==> config.mk <==
export PLATFORM = sky130hd
export DESIGN_NAME = acc_cpu_core
export DESIGN_NICKNAME = d
export VERILOG_FILES = /design/src/rtl/acc_cpu_pkg.sv /design/src/rtl/acc_decoder.sv /design/src/rtl/acc_alu.sv /design/src/rtl/acc_cond.sv /design/src/rtl/acc_ctrl.sv /design/src/rtl/acc_cpu_core.sv
export SDC_FILE = /design/constraint.sdc
export NUM_CORES = 1
export LEC_CHECK = 0
export BUFFER_PORTS_ARGS = -buffer_cell sky130_fd_sc_hd__buf_2
export CAP_MARGIN = 10
export CORE_MARGIN = 1
export CORE_UTILIZATION = 40
export CTS_CLUSTER_SIZE = 12
export DETAILED_ROUTE_END_ITERATION = 6
export GPL_ROUTABILITY_DRIVEN = 0
export GPL_TIMING_DRIVEN = 1
export PLACE_DENSITY = 0.63
export RECOVER_POWER = 50
export SETUP_SLACK_MARGIN = 0.05
export SLEW_MARGIN = 20
export SYNTH_ARGS = -nofsm -noshare
export SYNTH_HDL_FRONTEND = slang
export SYNTH_SLANG_ARGS = --single-unit
==> constraint.sdc <==
create_clock -name clk -period 4.2 [get_ports clk]
set_input_delay 0.21 -clock clk [delete_from_list [all_inputs] [get_ports clk]]
set_output_delay 0.21 -clock clk [all_outputs]
set_load 0.01 [all_outputs]
==> src/rtl/acc_cpu_pkg.sv <==
package acc_cpu_pkg;

  typedef enum logic [1:0] {
    ST_RESET,
    ST_FETCH,
    ST_DECODE,
    ST_EXEC
  } phase_e;

  typedef enum logic [2:0] {
    K_NOP,
    K_ALU,
    K_STORE,
    K_JUMP,
    K_OUT
  } kind_e;

  typedef enum logic [2:0] {
    A_ADD,
    A_SUB,
    A_XOR,
    A_OR,
    A_AND,
    A_PASS,
    A_SHL,
    A_SHR
  } alu_op_e;

  typedef enum logic [1:0] {
    C_ALWAYS,
    C_NEG,
    C_POS,
    C_ZERO
  } cond_e;

  typedef struct packed {
    kind_e   kind;
    alu_op_e alu;
    logic    imm;
    cond_e   cond;
  } dec_t;

  localparam dec_t DEC_NOP = '{kind: K_NOP, alu: A_PASS, imm: 1'b0, cond: C_ALWAYS};

endpackage

==> src/rtl/acc_decoder.sv <==
module acc_decoder
  import acc_cpu_pkg::*;
#(
  parameter int OPC_W = 8
) (
  input  logic [OPC_W-1:0] opc,
  output dec_t             dec
);

  // opcode map; R11 everything else is a no-operation
  always_comb begin
    dec = DEC_NOP;
    case (opc)
      OPC_W'(8'h00): dec = '{kind: K_ALU,   alu: A_ADD,  imm: 1'b0, cond: C_ALWAYS};
      OPC_W'(8'h01): dec = '{kind: K_STORE, alu: A_PASS, imm: 1'b0, cond: C_ALWAYS};
      OPC_W'(8'h02): dec = '{kind: K_ALU,   alu: A_PASS, imm: 1'b0, cond: C_ALWAYS};
      OPC_W'(8'h03): dec = '{kind: K_JUMP,  alu: A_PASS, imm: 1'b0, cond: C_ALWAYS};
      OPC_W'(8'h04): dec = '{kind: K_JUMP,  alu: A_PASS, imm: 1'b0, cond: C_NEG};
      OPC_W'(8'h05): dec = '{kind: K_ALU,   alu: A_SUB,  imm: 1'b0, cond: C_ALWAYS};
      OPC_W'(8'h06): dec = '{kind: K_ALU,   alu: A_XOR,  imm: 1'b0, cond: C_ALWAYS};
      OPC_W'(8'h07): dec = '{kind: K_ALU,   alu: A_OR,   imm: 1'b0, cond: C_ALWAYS};
      OPC_W'(8'h08): dec = '{kind: K_ALU,   alu: A_AND,  imm: 1'b0, cond: C_ALWAYS};
      OPC_W'(8'h09): dec = '{kind: K_JUMP,  alu: A_PASS, imm: 1'b0, cond: C_POS};
      OPC_W'(8'h0A): dec = '{kind: K_JUMP,  alu: A_PASS, imm: 1'b0, cond: C_ZERO};
      OPC_W'(8'h0B): dec = '{kind: K_ALU,   alu: A_ADD,  imm: 1'b1, cond: C_ALWAYS};
      OPC_W'(8'h0C): dec = '{kind: K_OUT,   alu: A_PASS, imm: 1'b0, cond: C_ALWAYS};
      OPC_W'(8'h0D): dec = '{kind: K_ALU,   alu: A_SHL,  imm: 1'b1, cond: C_ALWAYS};
      OPC_W'(8'h0E): dec = '{kind: K_ALU,   alu: A_SHR,  imm: 1'b1, cond: C_ALWAYS};
      default:       dec = DEC_NOP;
    endcase
  end

endmodule

==> src/rtl/acc_alu.sv <==
module acc_alu
  import acc_cpu_pkg::*;
#(
  parameter int DATA_W = 16
) (
  input  alu_op_e           op,
  input  logic [DATA_W-1:0] a,
  input  logic [DATA_W-1:0] b,
  output logic [DATA_W-1:0] y
);

  localparam int SH_W = $clog2(DATA_W);

  logic [SH_W-1:0] sh;
  assign sh = b[SH_W-1:0];

  // memory-operand ops, R7 immediate add and shifts by low bits only
  always_comb begin
    case (op)
      A_ADD:   y = a + b;
      A_SUB:   y = a - b;
      A_XOR:   y = a ^ b;
      A_OR:    y = a | b;
      A_AND:   y = a & b;
      A_PASS:  y = b;
      A_SHL:   y = a << sh;
      A_SHR:   y = a >> sh;
      default: y = a;
    endcase
  end

endmodule

==> src/rtl/acc_cond.sv <==
module acc_cond
  import acc_cpu_pkg::*;
#(
  parameter int DATA_W = 16
) (
  input  cond_e             cond,
  input  logic [DATA_W-1:0] ac,
  output logic              taken
);

  logic is_neg;
  logic is_zero;

  assign is_neg  = ac[DATA_W-1];
  assign is_zero = (ac == '0);

  // signed branch tests
  always_comb begin
    case (cond)
      C_ALWAYS: taken = 1'b1;
      C_NEG:    taken = is_neg;
      C_POS:    taken = !is_neg && !is_zero;
      C_ZERO:   taken = is_zero;
      default:  taken = 1'b0;
    endcase
  end

endmodule

==> src/rtl/acc_ctrl.sv <==
module acc_ctrl
  import acc_cpu_pkg::*;
(
  input  logic   clk,
  input  logic   rst,
  input  dec_t   dec_in,
  output phase_e phase,
  output dec_t   dec_q
);

  always_ff @(posedge clk) begin
    if (rst) begin
      phase <= ST_RESET;
      dec_q <= DEC_NOP;
    end else begin
      case (phase)
        ST_RESET:  phase <= ST_FETCH;
        ST_FETCH:  phase <= ST_DECODE;
        ST_DECODE: begin
          dec_q <= dec_in;
          phase <= ST_EXEC;
        end
        ST_EXEC:   phase <= ST_FETCH;
        default:   phase <= ST_RESET;
      endcase
    end
  end


  reset_leave_chk: assert property (@(posedge clk) disable iff (rst)
    $past(rst) |-> phase == ST_RESET);


  three_step_chk: assert property (@(posedge clk) disable iff (rst)
    (phase == ST_EXEC) |=> (phase == ST_FETCH));


  decode_follows_chk: assert property (@(posedge clk) disable iff (rst)
    (phase == ST_FETCH) |=> (phase == ST_DECODE));

endmodule

==> src/rtl/acc_cpu_core.sv <==
module acc_cpu_core
  import acc_cpu_pkg::*;
#(
  parameter int DATA_W = 16,
  parameter int ADDR_W = 8,
  parameter int OUT_W  = 8
) (
  input  logic              clk,
  input  logic              rst,
  output logic [ADDR_W-1:0] mem_addr,
  output logic              mem_we,
  output logic [DATA_W-1:0] mem_wdata,
  input  logic [DATA_W-1:0] mem_rdata,
  output logic [OUT_W-1:0]  out_data,
  output logic [ADDR_W-1:0] dbg_pc,
  output logic [DATA_W-1:0] dbg_ir,
  output logic [DATA_W-1:0] dbg_mdr,
  output logic [DATA_W-1:0] dbg_ac
);

  localparam int OPC_W = DATA_W - ADDR_W;

  logic [ADDR_W-1:0] pc;
  logic [ADDR_W-1:0] mar;
  logic [ADDR_W-1:0] mar_next;
  logic [DATA_W-1:0] ir;
  logic [DATA_W-1:0] ac;
  logic [OUT_W-1:0]  out_q;

  logic [ADDR_W-1:0] field;
  logic [DATA_W-1:0] imm_ext;
  logic [DATA_W-1:0] alu_b;
  logic [DATA_W-1:0] alu_y;
  logic              taken;
  phase_e            phase;
  dec_t              dec;
  dec_t              dec_q;

  assign field   = ir[ADDR_W-1:0];
  assign imm_ext = {{OPC_W{1'b0}}, field};
  assign alu_b   = dec_q.imm ? imm_ext : mem_rdata;

  acc_decoder #(.OPC_W(OPC_W)) u_dec (
    .opc (ir[DATA_W-1 -: OPC_W]),
    .dec (dec)
  );

  acc_ctrl u_ctrl (
    .clk    (clk),
    .rst    (rst),
    .dec_in (dec),
    .phase  (phase),
    .dec_q  (dec_q)
  );

  acc_alu #(.DATA_W(DATA_W)) u_alu (
    .op (dec_q.alu),
    .a  (ac),
    .b  (alu_b),
    .y  (alu_y)
  );

  acc_cond #(.DATA_W(DATA_W)) u_cond (
    .cond  (dec_q.cond),
    .ac    (ac),
    .taken (taken)
  );

  // Address steering: the memory registers this address, so data follow a cycle later
  always_comb begin
    mar_next = mar;
    case (phase)
      ST_RESET:  mar_next = '0;
      ST_FETCH:  mar_next = mar;
      ST_DECODE: mar_next = field;
      ST_EXEC:   mar_next = (dec_q.kind == K_JUMP && taken) ? field : pc;
      default:   mar_next = mar;
    endcase
    if (rst) mar_next = '0;
  end

  assign mem_addr  = mar_next;
  assign mem_we    = !rst && (phase == ST_DECODE) && (dec.kind == K_STORE);
  assign mem_wdata = ac;

  always_ff @(posedge clk) begin
    if (rst) begin
      pc    <= '0;
      mar   <= '0;
      ir    <= '0;
      ac    <= '0;
      out_q <= '0;
    end else begin
      mar <= mar_next;
      case (phase)
        ST_FETCH: begin
          ir <= mem_rdata;
          pc <= pc + 1'b1;
        end
        ST_EXEC: begin
          case (dec_q.kind)
            K_ALU:   ac <= alu_y;
            K_OUT:   out_q <= ac[OUT_W-1:0];
            K_JUMP:  if (taken) pc <= field;
            default: ;
          endcase
        end
        default: ;
      endcase
    end
  end

  assign out_data = out_q;
  assign dbg_pc   = pc;
  assign dbg_ir   = ir;
  assign dbg_mdr  = mem_rdata;
  assign dbg_ac   = ac;


  pc_step_chk: assert property (@(posedge clk) disable iff (rst)
    (phase == ST_FETCH) |=> (pc == ADDR_W'($past(pc) + 1'b1)));


  store_bus_chk: assert property (@(posedge clk) disable iff (rst)
    mem_we |-> (phase == ST_DECODE && mem_addr == field && mem_wdata == ac));


  out_keep_chk: assert property (@(posedge clk) disable iff (rst)
    (phase == ST_EXEC && dec_q.kind == K_OUT) |=>
      (ac == $past(ac) && out_data == $past(ac[OUT_W-1:0])));


  exec_addr_chk: assert property (@(posedge clk) disable iff (rst)
    (phase == ST_EXEC) |=> (mar == pc));


  nop_quiet_chk: assert property (@(posedge clk) disable iff (rst)
    (phase == ST_EXEC && dec_q.kind == K_NOP) |=>
      (ac == $past(ac) && pc == $past(pc)));

endmodule

* Yosys cells after proc, flatten, opt, wreduce, memory -nomap -nowiden *
Memory sizes are Yosys's and may differ from the RTL's. A register that Yosys moved wholly into a read port is not among the register bits.
Cells that the tools add are included.

storage, ports and cells
  register bits = 67
  ROM bits = 144
  input port bits = 18
  output and inout bits = 89
  logic and storage cells = 68
  memories kept = 1

operators by class
  add/sub/neg operators = 3
  equality and inequality tests = 19
  shifts and indexed selects = 2
  multiplexer cells = 13
  bitwise gates (word level) = 3
  reductions and logical operators = 17

memory list
  name              words  width  read ports  clocked after memory_dff  wr ports  line               text
  (name not given)  16     9      1           1                         0         acc_decoder.sv:13  case (opc)

operator list
  operator             count
  $pmux 16 s8          1
  $mux 8               4
  $pmux 8 s4           1
  $add 16x16->16       1
  $and 16x16->16       1
  $logic_not 16->1     1
  $mux 16              1
  $or 16x16->16        1
  $pmux 8 s2           1
  $shl 16x4->16        1
  $shr 16x4->16        1
  $sub 16x16->16       1
  $xor 16x16->16       1
  $eq 3x3->1 const B   5
  $eq 3x2->1 const B   4
  $mux 9               1
  $add 8x1->8 const B  1
  $eq 2x2->1 const B   4
  $mux 4               2
  $eq 3x1->1 const B   2
  $pmux 2 s3           1
  $eq 2x1->1 const B   2
  $logic_and 1x1->1    4
  $logic_not 2->1      2
  9 further kinds      13

* Depth between registers and ports, before layout *
  depth after elaboration = 8
  mapped depth = 16
  gate-level depth less buffers = 13

* Cells and area by module *
From an unflattened synthesis, not the netlist that was laid out.

second synthesis, totals
  cells, all modules = 904
  area, all modules = 6954.2 sq um

by module, submodules not included
  module        instances  cells an instance  area an instance (sq um)  sequential area each (sq um)
  acc_alu       1          496                3530.9                    0.0
  acc_cpu_core  1          328                2675.1                    1121.1
  acc_ctrl      1          37                 406.6                     220.2
  acc_decoder   1          35                 270.3                     0.0
  acc_cond      1          8                  71.3                      0.0

* Worst setup path after synthesis *
Ideal clock, no wire load.

  path kind = register to register
  start = register, netlist name u_ctrl.dec_q[2]
  end = register ac[15], in the netlist dbg_ac[15]
  setup time = 0.070 ns
  arrival = 3.847 ns
  required time = 4.130 ns
  slack = 0.283 ns
  stages on the path, launching flop included = 16
  buffers on the path = 3
  cell sequence = dfxtp_1 buf_4 mux2i_2 buf_2 buf_1 ha_1 nand4_1 o31ai_1 xnor2_1 ha_1 and4_1 nor2b_1 a221oi_1 o21ai_0 xor2_1 o2bb2ai_1

on the way
  longest elaborated chain between the ends = 3
  elaborated cells on any way between the ends = 9

ends and longest elaborated chain
  item                                          line                 text
  $mux 16 (*)                                   acc_cpu_core.sv:41   assign alu_b = dec_q.imm ? imm_ext : mem_rdata;
  $sub 16x16->16, or another cell as far along  acc_alu.sv:21        A_SUB: y = a - b;
  $pmux 16 s8 (*)                               acc_alu.sv:19        case (op)
  end signal: assignment                        acc_cpu_core.sv:102  K_ALU: ac <= alu_y;
  end: declaration                              acc_cpu_core.sv:27   logic [DATA_W-1:0] ac;

Mark *: on every way between the ends. The rest lies on a longest branch, timed or not.
A chain may end at the register's enable or synchronous reset.

* Final worst setup path *
  start = register, netlist name u_ctrl.dec_q[2]
  end = register ac[11], in the netlist dbg_ac[11]

on the way
  longest elaborated chain between the ends = 3
  elaborated cells on any way between the ends = 9

ends and longest elaborated chain
  item                                          line
  $mux 16 (*)                                   acc_cpu_core.sv:41
  $sub 16x16->16, or another cell as far along  acc_alu.sv:21
  $pmux 16 s8 (*)                               acc_alu.sv:19

Marked as above.

==> flow_summary_export.csv <==
group,metric,value,unit
global_routing,grt_pass1_wl,38780,um
timing,relSlewSlack,-18.63,%
timing,tightest_slew,1.780,ns
drt,wire_per_inst,21.26,um
clock_network,holdBufCountCts,0,
power_and_ir_drop,irDropWorstVdd,207.9,uV
timing,skew,0.01463,ns
drt,drcViolationCount,0,
synthesis,ys.flop_type,"dfxtp_1",
die,core,0.01802,mm^2
synthesis,synth-compound-area-share,22.91,%
setup_path,cp.required,4.39,ns
clock_network,clock-sinks,76,
power_and_ir_drop,powerDensity,266.9,mW/mm^2
cells_and_area,post-route-util,45.05,%
synthesis,yosysSeqAreaShare,20.59,%
drt,num_vias,7472,
die,die_height,137.9,um
synthesis,synth.area.top_cells,"dfxtp_1, ha_1, mux2i_1",
synthesis,async_flop_share,0,%
synthesis,ys_ff_latch,76,
drt,routed_via_density,6.247,
synthesis,synth_top_area_share,20.59,%
clock_network,worst_skew_pair.late_latency,0.36,ns
clock_network,cts_inserted_buffers,9,
timing,tns,0,ns
drt,routed_wirelength,25430,um
power_and_ir_drop,leakage,3.102,nW
timing,hold_viol,0,
synthesis,avgSynthCellArea,8.085,um^2
die,die_width,137.9,um
setup_path,crit_path_end_kind,"flop",
cells_and_area,area_growth,9.888,%
run_status,violations,"max-capacitance violations, max-slew violations",
cells_and_area,finalInstanceArea,0.008120,mm^2
placement,dp_hpwl,18340,um
synthesis,synth_top_area_cell,"dfxtp_1",
placement,placed_cell_area,0.007916,mm^2
setup_path,path_class,"flop to flop",
job,maxCapViolations,2,
die,start_util,41.00,%
synthesis,synth.net_count,994,
worst_hold_path,hp-class,"primary input to flop",
synthesis,yosys.area_share.simple,17.73,%
synthesis,synth_xor_area_share,2.845,%
clock_network,clock_path_buffers,2,
power_and_ir_drop,finalPower,2.167,mW
synthesis,netlist_area,0.007390,mm^2
timing,fin_crit_sh,90.16,%
global_routing,antenna_found_initial,0,
drt,dr.pass1.iters,5,
timing,setup-violations-final,0,
synthesis,ys_types,81,
die,ios,107,
timing,rsz0062_at_grt,"false",
placement,io_buffers,106,
clock_network,cts-root-buf,"clkbuf_16",
timing,finalMaxSlewViolations,68,
global_routing,grt_max_degree,35,
global_routing,grt_overflow,0,
cells_and_area,drive_gt1_share,13.34,%
die,dieArea,0.01902,mm^2
setup_path,critPathMaxFanout,8,
clock_network,cts_resized,0,
synthesis,syn_inst,914,
synthesis,yosys-top-cells-count,"dfxtp_1, nor2_1, nand2_1",
cells_and_area,nFillCells,1871,
timing,max_freq,264.1,MHz
global_routing,grt_pass1_vias,6661,
synthesis,synth_fa_ha_area_share,10.60,%
placement,dp_cells,1180,
global_routing,grtUsageTotal,27.22,%
cells_and_area,nets,1042,
clock_network,cts_max_level,3,
clock_network,cts_tree,"yes",
setup_path,critPathArrivalTime,3.98,ns
die,placementRows,49,
synthesis,synth_edf_count,0,
timing,period_needed,3.787,ns
synthesis,synthMuxAreaShare,15.37,%
cells_and_area,fin_cells,1196,
run_status,status,"complete, but fails checks",
drt,dr.first_iter.drc_count,720,
cells_and_area,num_antenna_cells,0,
drt,ant_nets,0,
synthesis,synth_warnings,0,
clock_network,clk_pin_slew,0.07,ns
clock_network,post_cts_buffers,0,
setup_path,cp-start-kind,"flop",
synthesis,synth_top_family_by_area,"compound AO/OA/AOI/OAI gates",
[routing by layer]
| layer | GRT usage, % | part of all wire [%] | vias up | routed length [um] |
|---|---|---|---|---|
| met2 | 41.67 | 44 | 474 | 11180 |
| met3 | 4.825 | 9.8 | 86 | 2490 |
| li1 | - | - | 3423 | - |
| met1 | 36.92 | 42 | 3489 | 10660 |
| met4 | 12.74 | 4.3 | 0 | 1096 |
| met5 | 0 | 0 | - | 0 |
[cell type report]
cell class              instances  area, um^2  area share (%)
clock buffers                   9       225.2           2.773
clock inverters                 7       83.83           1.032
inverters                      47       176.4           2.173
multi-input cells             690        5161           63.56
flip-flops and latches         76        1521           18.74
well taps                     229       286.5           3.529
repair buffers                138       665.6           8.197
[worst max-delay path, cell delays in order (launching register included)]
cell and delay, ns:
dfxtp_1 0.48, buf_4 0.25, mux2i_4 0.29, inv_2 0.06, nor3_2 0.30, nand3_1 0.17, o21ai_0 0.24, xnor2_1 0.15
ha_1 0.33, and4_1 0.26, nor2b_1 0.13, a221oi_1 0.52, xnor2_1 0.16, o21ai_0 0.17, o32ai_1 0.09
[logic make-up (layout without fill, tap and decap cells)]
group                      Yosys count  count (layout)
AOI/OAI and AO/OA                  249             249
buffers and inverters              148             201
adders and majority gates           62              62
DFF                                 76              76
muxes                               84              84
and+or+nand+nor                    271             271
xor gates and xnor gates            24              24
[per-stage QoR]
step                hold slack [ns]  setup WS, ns
global placement             0.4439        0.5305
floorplan                    0.3574        0.2829
CTS                          0.1221        0.4452
global route                 0.1410        0.1250
finish                       0.1296        0.4131
detailed placement           0.4512        0.4702
[path summary, 6_finish.rpt]
check	slack (ns)	cells after the start	to	from
max	0.41	14	dbg_ac[11]	u_ctrl.dec_q[2]
min	0.13	3	dbg_ir[5]	mem_rdata[5]
max reg2reg	0.41	14	dbg_ac[11]	u_ctrl.dec_q[2]
min reg2reg	0.46	2	u_ctrl.dec_q[5]	flop
[power breakdown]
group	leakage [nW]	internal [mW]	switching (mW)
Clock	0.149	0.471	0.365
Sequential	0.617	0.753	0.0385
Combinational	2.34	0.201	0.339
[layout by cell type, fill, tap and decap left out, drive strengths merged, types with 4 or more instances in the layout]
master	instances
and3	7
nor2b	11
a221o	5
nor2	76
o21ai	33
a211oi	5
nand4	4
a221oi	13
a21o	8
ha	61
nand2b	18
a2bb2oi	5
a32oi	4
dfxtp	76
o31ai	5
nor3	21
a2111oi	5
xnor2	21
nand3	22
clkbuf	83
mux2i	62
inv	48
a22oi	16
nor3b	4
nand2	75
buf	64
a31oi	17
clkinv	4
or2	12
mux4	21
and2	4
o211ai	6
o22ai	32
a21oi	61
(Power assumes the default switching activity.)
